## src/rtl/screen_pkg.sv

```systemverilog
// Package: shared types and constants for the double operand screener.
// Assumes: exception summary is one-hot, bit positions fixed below.
package screen_pkg;

    typedef enum logic [1:0] {
        SCR_ARITH = 2'b00,
        SCR_CMP   = 2'b01,
        SCR_SOFT  = 2'b10,
        SCR_RSVD  = 2'b11
    } scr_mode_e;

    localparam int EXC_W   = 5;
    localparam int EXC_INV = 0;
    localparam int EXC_DZE = 1;
    localparam int EXC_OVF = 2;
    localparam int EXC_UNF = 3;
    localparam int EXC_INE = 4;

    typedef struct packed {
        logic exp_zero;
        logic exp_max;
        logic frac_nz;
    } scr_class_t;

endpackage

```

## src/rtl/screen_classify.sv

```systemverilog
// Module: splits an operand into exponent/fraction predicates.
// Assumes: operand layout is sign | exponent | fraction, MSB first.
module screen_classify #(
    parameter int EXP_W  = 11,
    parameter int FRAC_W = 52,
    localparam int DATA_W = 1 + EXP_W + FRAC_W
) (
    input  logic [DATA_W-1:0]        operand,
    output screen_pkg::scr_class_t   cls
);
    logic [EXP_W-1:0]  exp_f;
    logic [FRAC_W-1:0] frac_f;

    // Field extraction and reduction predicates.
    always_comb begin
        exp_f        = operand[DATA_W-2 -: EXP_W];
        frac_f       = operand[FRAC_W-1:0];
        cls.exp_zero = ~|exp_f;
        cls.exp_max  = &exp_f;
        cls.frac_nz  = |frac_f;
    end
endmodule

```

## src/rtl/screen_policy.sv

```systemverilog
// Module: applies the mode-dependent trap and flush policy to a class.
// Assumes: mode 2'b11 follows arithmetic rules; trap is derived from
// the class independently of the exception vector encoding.
module screen_policy (
    input  screen_pkg::scr_class_t      cls,
    input  logic [1:0]                  mode,
    input  logic                        dnz,
    output logic                        flush,
    output logic                        trap,
    output logic [screen_pkg::EXC_W-1:0] exc
);
    import screen_pkg::*;

    scr_mode_e mode_e;
    logic      denorm;
    logic      is_soft;
    logic      is_cmp;

    // Decode mode and the denormal condition.
    always_comb begin
        mode_e  = scr_mode_e'(mode);
        denorm  = cls.exp_zero & cls.frac_nz;
        is_soft = (mode_e == SCR_SOFT);
        is_cmp  = (mode_e == SCR_CMP);
    end

    // Flush and exception selection per mode.
    always_comb begin
        flush = 1'b0;
        exc   = '0;
        case (mode_e)
            SCR_SOFT: flush = cls.exp_zero & dnz;
            default: begin
                if (denorm) begin
                    if (dnz) flush = 1'b1;
                    else     exc[EXC_UNF] = 1'b1;
                end else if (cls.exp_max) begin
                    if (cls.frac_nz)  exc[EXC_INV] = 1'b1;
                    else if (!is_cmp) exc[EXC_OVF] = 1'b1;
                end
            end
        endcase
    end

    // Trap request, formed from the class terms directly.
    always_comb begin
        trap = ~is_soft & ((denorm & ~dnz) |
                           (cls.exp_max & (cls.frac_nz | ~is_cmp)));
    end
endmodule

```

## src/rtl/fp_operand_screen.sv

```systemverilog
// Module: top of the double operand screener; one-cycle registered result.
// Assumes: synchronous active-low reset; idle cycles clear trap/exception
// and hold the last operand.
module fp_operand_screen #(
    parameter int EXP_W  = 11,
    parameter int FRAC_W = 52,
    localparam int DATA_W = 1 + EXP_W + FRAC_W
) (
    input  logic                         clk,
    input  logic                         rst_n,
    input  logic                         in_valid,
    input  logic [DATA_W-1:0]            in_operand,
    input  logic [1:0]                   in_mode,
    input  logic                         in_dnz,
    output logic                         out_valid,
    output logic [DATA_W-1:0]            out_operand,
    output logic                         out_trap,
    output logic [screen_pkg::EXC_W-1:0] out_exc
);
    import screen_pkg::*;

    scr_class_t         cls;
    logic               flush;
    logic               trap_c;
    logic [EXC_W-1:0]   exc_c;
    logic [DATA_W-1:0]  screened;

    screen_classify #(.EXP_W(EXP_W), .FRAC_W(FRAC_W)) i_classify (
        .operand (in_operand),
        .cls     (cls)
    );

    screen_policy i_policy (
        .cls   (cls),
        .mode  (in_mode),
        .dnz   (in_dnz),
        .flush (flush),
        .trap  (trap_c),
        .exc   (exc_c)
    );

    // Operand after optional flush to signed zero.
    always_comb begin
        screened = flush ? {in_operand[DATA_W-1], {(DATA_W-1){1'b0}}} : in_operand;
    end

    // Output register stage.
    always_ff @(posedge clk) begin
        if (!rst_n) begin
            out_valid   <= 1'b0;
            out_operand <= '0;
            out_trap    <= 1'b0;
            out_exc     <= '0;
        end else begin
            out_valid <= in_valid;
            if (in_valid) begin
                out_operand <= screened;
                out_trap    <= trap_c;
                out_exc     <= exc_c;
            end else begin
                out_trap    <= 1'b0;
                out_exc     <= '0;
            end
        end
    end
endmodule

```

## config.mk

```make
export PLATFORM = sky130hd
export DESIGN_NAME = fp_operand_screen
export DESIGN_NICKNAME = d
export VERILOG_FILES = /design/src/rtl/screen_pkg.sv /design/src/rtl/screen_classify.sv /design/src/rtl/screen_policy.sv /design/src/rtl/fp_operand_screen.sv
export SDC_FILE = /design/constraint.sdc
export NUM_CORES = 1
export LEC_CHECK = 0
export ABC_AREA = 0
export CORE_UTILIZATION = 40
export CTS_CLUSTER_SIZE = 28
export DETAILED_ROUTE_END_ITERATION = 6
export PLACE_DENSITY = 0.84
export SYNTH_ARGS = -nofsm -noshare
export SYNTH_HDL_FRONTEND = slang
export SYNTH_SLANG_ARGS = --single-unit
export TNS_END_PERCENT = 20
```

## constraint.sdc

```tcl
create_clock -name clk -period 2.8 [get_ports clk]
set_input_delay 0.42 -clock clk [delete_from_list [all_inputs] [get_ports clk]]
set_output_delay 0.42 -clock clk [all_outputs]
set_load 0.02 [all_outputs]
```

==> results by group <==
Outcome
  – Status: finished clean

Synth
  – Syn Area/Cell: ~12 um2
  – Syn Inst Count: slightly above 200
  – Ys flop type: dfxtp_1
  – Syn Std Cell Area: 2410 um2
  – Sequential-to-total area share from yosys stat: 57.4%
  – Synth Register Bits: 69
  – Share of synthesized registers carrying an async set or reset: 0%
  – Synth warn: 0
  – EDFF count, synth: 0
  – Distinct cells, synth: 24

Route
  – DRT Pass-1 Iters: 6
  – DRC violations left: 0
  – WL final: 6630 um
  – Vias: approximately 2200
  – Routed Antenna Nets: 0
  – First DRT Iteration DRCs: 97
  – Drt wl/cell: ~16 um
  – Via density: 5.19

Cells and area
  – Storage cell area: 1380 um2
  – Area grow syn2layout: 65.9%
  – Fill cells: 421
  – Nets: 409
  – Multi-input logic area: 910 um2
  – Share of post-route cells with drive strength above 1: 7.27%
  – Commonest non-fill, non-tap cell in the layout: clkdlybuf4s50_1
  – Number of diodes: 0
  – Commonest cells after routing, fill and taps aside: clkdlybuf4s50_1 (138), dfxtp_1 (69), a22o_1 (52)

Worst setup path
  – Worst Path Max Fanout: between 50 and 60
  – Critical path type: in2reg
  – Crit path DAT: 2.31 ns
  – CP Capture Type: flop
  – Required time worst endpoint: 3.07 ns
  – CP Launch Type: input port

GRT
  – GRT overflow: 0
  – Vias in the first global route: 2132
  – Largest net degree at the start of global routing: 53
  – First-pass GRT wire length: 10400 um
  – Global-route met1 utilization: 26.8%
  – Initial antenna violation count: 0
  – GR met2 Demand/Resource: 34.7%
  – Busiest grt layer: met2
  – Gr usage total: 21.7%
  – GR met3 Demand/Resource: around 5%

Clock tree
  – Post-CTS sizing: 0
  – # hold bufs at CTS: 0
  – CTS tree: yes
  – Clk Latency, worst-skew pair: approximately 0.33 ns
  – Clock-pin slew on the worst setup and hold paths: 0.07 ns
  – Bufs on Longest Clock Path: 2
  – Root buf cell: clkbuf_8
  – Sink Count: slightly below 70
  – Post-CTS Setup Bufs: 0
  – H-tree depth: 3
  – CTS Buf Count: 9

Placed design
  – Final GP Congestion: 0.859
  – Port Buffer Count: 138
  – Final HPWL DP: 4780 um

Min path
  – Hold crit path type: reg2reg

Die
  – DIE AREA: ~6300 um2
  – Boundary Pins: 141
  – Die X: 79.6 um
  – Rows: 27
  – Die height: between 70 and 80 um
  – Initial Util: 42.7%
  – Core ar.: 5640 um2

Power and ir drop
  – Flop pwr share: 47.2%
  – Peak supply drop: 436 uV
  – Tot Pwr: between 0.002 and 0.0025 W
  – Combinational group share of total power: 17.6%
  – Pwr dens: 567 nW/um2
  – Switching part of the total power: 25.1%
  – Sw Pwr: approximately 0.00057 W
  – Clock power frac: a little over a third
  – Internal: about 0.0017 W
  – Leakage: 1.52 nW

STA
  – Final min period: 2.04 ns
  – Setup Skew: 0 ns
  – Final Hold Viols: 0
  – Final-report max-slew violation count: 0
  – Worst-margin pin slew: approximately 1.2 ns
  – Final setup violation count: 0
  – Fin Setup TNS: 0 ns
  – Fmax: 489 MHz
  – Unrepaired setup endpoints after global routing: no
  – Slew headroom: 22.7%
  – Final worst path period share: 73.0%

Run
  – Max-Cap Viols: 0
stage by stage:
stage	utilization [%]	hold slack [ns]	std cells	cell area [um2]	setup slack, ns
2_1_floorplan	-	0.548	204	2410	1.26
3_3_place_gp	67.2	0.456	400	3790	0.484
3_5_place_dp	67.2	0.455	400	3790	0.437
4_1_cts	70.8	0.479	416	3990	0.787
5_1_grt	70.8	0.494	416	3990	0.612
6_report	70.8	0.478	416	3990	0.755
cell families after synthesis:
| group | count (synthesis) | synth area share (%) |
|---|---|---|
| buf+inv | 19 | 5.35 |
| flops | 69 | 57.4 |
| other cells | 1 | 0.156 |
| simple gates | 47 | 12.4 |
| compound gates | 55 | 19.7 |
| mux | 12 | 4.99 |
power groups by stage:
| stage | Combinational (W) | Sequential [W] | Clock [W] |
|---|---|---|---|
| after CTS | 0.000400 | 0.00107 | 0.000811 |
| final | 0.000399 | 0.00107 | 0.000797 |
| after global routing | 0.000422 | 0.00107 | 0.000853 |
| after floorplan | 0.000102 | 0.00115 | 0 |
| after detailed placement | 0.000399 | 0.00109 | 0 |
| after global placement | 0.000394 | 0.00109 | 0 |
final timing paths:
check / endpoint / cells past startpoint / slack, ns / start
setup / recovery: out_operand[0]$_SDFFE_PN0P_ / 4 / 0.76 / rst_n
hold / removal: out_operand[37]$_SDFFE_PN0P_ / 1 / 0.48 / out_operand[37]$_SDFFE_PN0P_
setup reg to reg: out_operand[28]$_SDFFE_PN0P_ / 1 / 2.17 / out_operand[28]$_SDFFE_PN0P_
hold reg to reg: out_operand[37]$_SDFFE_PN0P_ / 1 / 0.48 / out_operand[37]$_SDFFE_PN0P_
cells in the mapped netlist, types with 2 or more instances:
cell / number / area [um2]
nor2_1: 2 / 7.51
mux2i_1: 12 / 120
nor2b_1: 14 / 87.6
nand4_1: 4 / 25.0
buf_6: 6 / 67.6
clkbuf_1: 7 / 26.3
buf_4: 3 / 22.5
nand3_1: 4 / 20.0
a22o_1: 52 / 455
nor4_1: 16 / 100
dfxtp_1: 69 / 1380
inv_1: 2 / 7.51
sequential cells by signal, indices dropped and copies added (netlist names):
| signal | cells |
|---|---|
| out_exc | 3 |
| out_operand | 64 |
| out_trap | 1 |
| out_valid | 1 |
layer usage:
metal  wire length (um)  up-vias  part of all wire (%)
li1                   -     1044                     -
met1               2930     1003                    44
met2               3030       97                    46
met3                454       17                   6.8
met4                212        0                   3.2
met5                  0        -                     0
area by class of cell:
type,instances,area share (%)
Clock inverter,6,1.57
Clock buffer,10,3.45
Multi-Input combinational cell,116,22.8
Tap cell,72,2.26
Timing Repair Buffer,141,35.2
Inverter,2,0.188
Sequential cell,69,34.6
worst max-delay path, stage by stage:
cell and delay [ns]:
clkdlybuf4s50_1 0.57, and2_2 0.20, o21a_2 0.81, a22o_1 0.28
(Power assumes the default switching activity.)
